$ cat src/rtl/dci_pkg.sv
package dci_pkg;
  localparam int unsigned REG_DW = 8;
  localparam int unsigned REG_AW = 3;

  typedef enum logic [REG_AW-1:0] {
    A_SUM     = 3'd0,
    A_BUS_LO  = 3'd1,
    A_BUS_HI  = 3'd2,
    A_DMA     = 3'd3,
    A_MSK_LO  = 3'd4,
    A_MSK_HI  = 3'd5,
    A_MSK_DMA = 3'd6,
    A_CTRL    = 3'd7
  } reg_addr_e;

  localparam int unsigned CLR_DMA_BIT = 2;
  localparam int unsigned CLR_BUS_BIT = 1;
endpackage

$ cat src/rtl/cond_bank.sv
module cond_bank #(
  parameter int unsigned W = 8
) (
  input  logic         clk_i,
  input  logic         rst_ni,
  input  logic [W-1:0] evt_i,
  input  logic [W-1:0] clr_i,
  input  logic [W-1:0] mask_i,
  output logic [W-1:0] stat_o,
  output logic         pend_o
);
  logic [W-1:0] stat_q;

  for (genvar i = 0; i < W; i++) begin : g_bit
    always_ff @(posedge clk_i or negedge rst_ni) begin
      if (!rst_ni)       stat_q[i] <= 1'b0;
      else if (evt_i[i]) stat_q[i] <= 1'b1;  // set beats clear
      else if (clr_i[i]) stat_q[i] <= 1'b0;
    end

    a_r5_set_wins : assert property (@(posedge clk_i) disable iff (!rst_ni)
      evt_i[i] |=> stat_q[i]);
    a_r2_rtc_clear : assert property (@(posedge clk_i) disable iff (!rst_ni)
      (clr_i[i] && !evt_i[i]) |=> !stat_q[i]);
    a_r7_sticky : assert property (@(posedge clk_i) disable iff (!rst_ni)
      (stat_q[i] && !clr_i[i]) |=> stat_q[i]);
  end

  assign stat_o = stat_q;
  assign pend_o = |(stat_q & mask_i);
endmodule

$ cat src/rtl/flush_hold.sv
module flush_hold (
  input  logic clk_i,
  input  logic rst_ni,
  input  logic trig_i,
  input  logic drain_done_i,
  output logic hold_o
);
  logic hold_q;

  always_ff @(posedge clk_i or negedge rst_ni) begin
    if (!rst_ni) hold_q <= 1'b0;
    else         hold_q <= (hold_q & ~drain_done_i) | trig_i;
  end

  assign hold_o = hold_q;

  a_r8_hold_set : assert property (@(posedge clk_i) disable iff (!rst_ni)
    trig_i |=> hold_q);
  a_r8_release : assert property (@(posedge clk_i) disable iff (!rst_ni)
    (hold_q && drain_done_i && !trig_i) |=> !hold_q);
  a_r8_keep : assert property (@(posedge clk_i) disable iff (!rst_ni)
    (hold_q && !drain_done_i) |=> hold_q);
endmodule

$ cat src/rtl/dual_class_irq.sv
module dual_class_irq
  import dci_pkg::*;
#(
  parameter int unsigned DW = REG_DW,
  parameter logic [2*DW-1:0] FATAL_MASK = 16'h00C3
) (
  input  logic          clk_i,
  input  logic          rst_ni,
  input  logic [2:0]    addr_i,
  input  logic          wr_i,
  input  logic [DW-1:0] wdata_i,
  input  logic          rd_i,
  output logic [DW-1:0] rdata_o,
  input  logic [2*DW-1:0] bus_evt_i,
  input  logic [DW-2:0] dma_evt_i,
  input  logic          fifo_empty_i,
  input  logic          rx_dir_i,
  input  logic          drain_done_i,
  output logic          flush_req_o,
  output logic          clr_dma_fifo_o,
  output logic          clr_bus_fifo_o,
  output logic          irq_o
);
  localparam int unsigned BUS_W = 2 * DW;
  localparam int unsigned DMA_W = DW - 1;

  logic [BUS_W-1:0] bus_stat, bus_msk_q, bus_clr;
  logic [DMA_W-1:0] dma_stat, dma_msk_q, dma_clr;
  logic bus_pend, dma_pend, hold, fatal_rx;
  logic sum_bus, sum_dma;
  logic clr_dma_q, clr_bus_q;
  logic rd_bus_lo, rd_bus_hi, rd_dma, wr_ctrl;

  assign rd_bus_lo = rd_i && (addr_i == A_BUS_LO);
  assign rd_bus_hi = rd_i && (addr_i == A_BUS_HI);
  assign rd_dma    = rd_i && (addr_i == A_DMA);
  assign wr_ctrl   = wr_i && (addr_i == A_CTRL);

  assign bus_clr = {{DW{rd_bus_hi}}, {DW{rd_bus_lo}}};
  assign dma_clr = {DMA_W{rd_dma}};

  always_ff @(posedge clk_i or negedge rst_ni) begin
    if (!rst_ni) begin
      bus_msk_q <= '1;
      dma_msk_q <= '1;
    end else if (wr_i) begin
      case (addr_i)
        A_MSK_LO:  bus_msk_q[DW-1:0]     <= wdata_i;
        A_MSK_HI:  bus_msk_q[BUS_W-1:DW] <= wdata_i;
        A_MSK_DMA: dma_msk_q             <= wdata_i[DMA_W-1:0];
        default: ;
      endcase
    end
  end

  cond_bank #(.W(BUS_W)) u_bus_bank (
    .clk_i (clk_i), .rst_ni (rst_ni), .evt_i (bus_evt_i), .clr_i (bus_clr),
    .mask_i (bus_msk_q), .stat_o (bus_stat), .pend_o (bus_pend)
  );

  cond_bank #(.W(DMA_W)) u_dma_bank (
    .clk_i (clk_i), .rst_ni (rst_ni), .evt_i (dma_evt_i), .clr_i (dma_clr),
    .mask_i (dma_msk_q), .stat_o (dma_stat), .pend_o (dma_pend)
  );

  assign fatal_rx = rx_dir_i && |(bus_evt_i & FATAL_MASK & bus_msk_q);

  flush_hold u_hold (
    .clk_i (clk_i), .rst_ni (rst_ni), .trig_i (fatal_rx),
    .drain_done_i (drain_done_i), .hold_o (hold)
  );

  assign sum_bus     = bus_pend && !hold;
  assign sum_dma     = dma_pend;
  assign irq_o       = sum_bus || sum_dma;
  assign flush_req_o = hold;

  always_ff @(posedge clk_i or negedge rst_ni) begin
    if (!rst_ni) begin
      clr_dma_q <= 1'b0;
      clr_bus_q <= 1'b0;
    end else begin
      clr_dma_q <= wr_ctrl && wdata_i[CLR_DMA_BIT];
      clr_bus_q <= wr_ctrl && wdata_i[CLR_BUS_BIT];
    end
  end
  assign clr_dma_fifo_o = clr_dma_q;
  assign clr_bus_fifo_o = clr_bus_q;

  always_comb begin
    rdata_o = '0;
    case (addr_i)
      A_SUM:     rdata_o[1:0] = {sum_dma, sum_bus};
      A_BUS_LO:  rdata_o = bus_stat[DW-1:0];
      A_BUS_HI:  rdata_o = bus_stat[BUS_W-1:DW];
      A_DMA:     rdata_o = {fifo_empty_i, dma_stat};
      A_MSK_LO:  rdata_o = bus_msk_q[DW-1:0];
      A_MSK_HI:  rdata_o = bus_msk_q[BUS_W-1:DW];
      A_MSK_DMA: rdata_o = {1'b0, dma_msk_q};
      default:   rdata_o = '0;
    endcase
  end

  a_r10_clr_dma : assert property (@(posedge clk_i) disable iff (!rst_ni)
    (wr_ctrl && wdata_i[CLR_DMA_BIT]) |=> clr_dma_fifo_o);
  a_r10_clr_quiet : assert property (@(posedge clk_i) disable iff (!rst_ni)
    !wr_ctrl |=> (!clr_dma_fifo_o && !clr_bus_fifo_o));
  a_r9_tx_no_flush : assert property (@(posedge clk_i) disable iff (!rst_ni)
    (!rx_dir_i && !flush_req_o) |=> !flush_req_o);
  a_r4_empty_quiet : assert property (@(posedge clk_i) disable iff (!rst_ni)
    (dma_stat == '0 && !bus_pend) |-> !irq_o);
  a_r8_withhold : assert property (@(posedge clk_i) disable iff (!rst_ni)
    (flush_req_o && !sum_dma) |-> !irq_o);
endmodule

$ cat config.mk
export PLATFORM = sky130hd
export DESIGN_NAME = dual_class_irq
export DESIGN_NICKNAME = d
export VERILOG_FILES = /design/src/rtl/dci_pkg.sv /design/src/rtl/cond_bank.sv /design/src/rtl/flush_hold.sv /design/src/rtl/dual_class_irq.sv
export SDC_FILE = /design/constraint.sdc
export NUM_CORES = 1
export LEC_CHECK = 0
export CORE_UTILIZATION = 36
export DETAILED_ROUTE_END_ITERATION = 16
export SYNTH_ARGS = -nofsm -noshare
export SYNTH_HDL_FRONTEND = slang
export SYNTH_HIERARCHICAL = 1
export SYNTH_SLANG_ARGS = --single-unit
$ cat constraint.sdc
create_clock -name clk_i -period 5.1 [get_ports clk_i]
set_input_delay 1.02 -clock clk_i [delete_from_list [all_inputs] [get_ports clk_i]]
set_output_delay 1.02 -clock clk_i [all_outputs]
set_load 0.03 [all_outputs]
==> impl_metrics.tcl <==
set metrics [dict create \
    grt_pass1_vias 1898 \
    antenna_cells 0 \
    drt_iter0_drc 141 \
    powerDensity_nw_per_um2 303 \
    crit_required_ns 4.08 \
    die_w_um 86.2 \
    viasPerCell 5.28 \
    yosys_warnings 6 \
    syn_area_per_cell_um2 11.9 \
    cts_hold_buffers 0 \
    wire_per_inst_um 17.7 \
    muxShareOfSynthArea 0.178 \
    critPathMaxStageDelay_ns 0.78 \
    antenna_found_initial 0 \
    synth_edf_count 0 \
    finalWirelength_um 6480 \
    finalCritPeriodShare 0.863 \
    cts_max_path_buffers 2 \
    skew_ns 0.00942 \
    max_clock_freq_mhz 227 \
    setup_tns_ns 0 \
    path_max_fanout 19 \
    final_cell_mix "clkdlybuf4s50_1, inv_1, mux2_2" \
    drc 0 \
    worstSkewPairLatency_ns 0.30 \
    rsz0062_at_grt "false" \
    finalWeightedCongestion 0.868 \
    slowest_stage "clkdlybuf4s50_1" \
    ys_top_cells_by_area "dfrtp_1, dfstp_2, mux2_2, a21o_1, mux2_4" \
    num-nets-final 311 \
    synth-adder-area-share 0 \
    dieArea_um2 7430 \
    slew_headroom 0.525 \
    mostFrequentLayoutCell "clkdlybuf4s50_1" \
    grt_pass1_wl_um 10500 \
    cts_setup_buffers 0 \
    fill_cells 670 \
    grt.overflow.total 0 \
    synth_top_family_by_area "compound AO/OA/AOI/OAI gates" \
    htree_levels 2 \
    multiInputGateArea_um2 1120 \
    peakVddDrop_v 0.000108 \
    async_reset_ff_frac 1.00 \
    track_usage 0.189 \
    ys_seq_elements 49 \
    arrival_ns 3.38 \
    die_h_um 86.2 \
    cts.repair.resized 0 \
    synth_top_area_frac 0.255 \
    core_um2 6830 \
    cts_tree "built" \
    cts-root-buf "clkbuf_8" \
    cp_common_cell "clkdlybuf4s50_1" \
    min_path_type "reg -> reg" \
    path_cells "clkdlybuf4s50_1 -> buf_4 -> and3b_1 -> a21oi_1 -> o221ai_1 -> clkdlybuf4s50_1" \
    synth_ff_type "dfrtp_1" \
    synth_nets 255 \
    setup_viol 0 \
    row_count 30 \
    synth_compound_area_frac 0.196 \
    outcome "completed" \
    drt-pass1-iter-count 4 \
    regArea_um2 1250 \
    drv_slew 0 \
    tightest_slew_ns 0.711 \
    clock-sinks 49 \
    vias 1937 \
    portBuffers 52 \
    synth_top_cell_by_area "dfrtp_1" \
    ys_seq_area_frac 0.492 \
    hold_violations 0 \
    grt_max_degree 50 \
    maxCapViolCount 0 \
    cts_made_buffers 5 \
    leakagePower_nw 1.23 \
    crit_type "in -> out" \
    antenna_left 0 \
    cts.clk_slew.worst_paths_ns 0.08 \
    dp_hpwl_um 4830 \
    ios 53 \
    worstSetupStartpointType "primary input" \
    start_util 0.374 \
    netlist_instances 214 \
    synth_simple_gate_area_frac 0.0672 \
    syn2layout_area_growth_pct 27.5 \
    period_needed_ns 4.40 \
    worstSetupEndpointType "output port" \
    synth_cell_types 38 \
    synth_area_um2 2550 \
    hold_slack_ns 0.520 \
    synthXorXnorAreaFrac 0 \
    drive_gt1_frac 0.295 \
]
cell type report:
cell class | instances | share of cell area
Tap cell | 96 | 0.0369
Multi-Input combinational cell | 128 | 0.346
Sequential cell | 49 | 0.385
Inverter | 28 | 0.0323
Clock buffer | 8 | 0.0277
Timing Repair Buffer | 58 | 0.172
final timing paths:
path                                       from              endpoint  slack (ns)  cells past startpoint
max in group asynchronous                rst_ni  u_bus_bank/stat_o[2]        3.87                      2
hold reg to reg            u_dma_bank/stat_o[3]  u_dma_bank/stat_o[3]        0.52                      1
min in group asynchronous                rst_ni  u_bus_bank/stat_o[3]        0.80                      2
setup reg to reg                   bus_msk_q[6]         u_hold/hold_o        4.08                      3
setup / recovery                      addr_i[0]            rdata_o[1]        0.70                      6
hold / removal             u_dma_bank/stat_o[3]  u_dma_bank/stat_o[3]        0.52                      1
sequential cells by signal, summed over array words and instances, names as in the netlist:
register,flops
u_hold/hold_o,1
bus_msk_q,16
u_dma_bank/stat_o,7
dma_msk_q,7
clr_dma_fifo_o,1
clr_bus_fifo_o,1
u_bus_bank/stat_o,16
per-layer routing:
layer | global-route usage | vias to the layer above | wire [um]
met5 | 0 | - | 0
met4 | 0.0591 | 0 | 108
met3 | 0.0410 | 10 | 332
met2 | 0.304 | 62 | 3090
met1 | 0.254 | 983 | 2950
li1 | - | 882 | -
critical path, delay by kind of cell:
family | cells | cell delay [ns]
and+or+nand+nor | 1 | 0.21
buffers and inverters | 3 | 1.86
AOI/OAI and AO/OA | 2 | 0.29
cell families after synthesis:
kind of cell | after synthesis
mux | 38
compound gates | 62
flops | 49
buf+inv | 37
simple gates | 28
power by group:
part | internal, W | total, W | leakage (nW) | switching, W
combinational | 0.000135 | 0.000232 | 0.697 | 0.0000976
sequential | 0.000468 | 0.000521 | 0.491 | 0.0000533
clock | 0.000111 | 0.000232 | 0.0455 | 0.000121
cell usage after synthesis, types with 2 or more instances:
master / number
a21o_1: 24
a21o_2: 2
a21oi_1: 7
a221o_1: 2
a221oi_1: 4
a221oi_2: 4
a22o_1: 5
a22oi_1: 7
and3b_1: 2
buf_2: 3
buf_4: 2
buf_6: 3
dfrtp_1: 26
dfstp_2: 23
inv_1: 28
mux2_2: 27
mux2_4: 8
mux2i_1: 3
nand2_1: 8
nand3_1: 2
nand3b_1: 4
nand4_1: 2
nor2_1: 3
per-stage QoR:
step / std cells / util / setup WS, ns / power (W) / cell area, um2
after detailed placement: 359 / 0.463 / 0.691 / 0.000761 / 3170
final: 367 / 0.477 / 0.699 / 0.000986 / 3260
after global placement: 359 / 0.463 / 0.725 / 0.000758 / 3170
after global routing: 367 / 0.477 / 0.599 / 0.00104 / 3260
after CTS: 367 / 0.477 / 0.693 / 0.000995 / 3260
after floorplan: 214 / - / 1.71 / 0.000655 / 2550
Note: power is estimated with default switching activity, not from simulation.
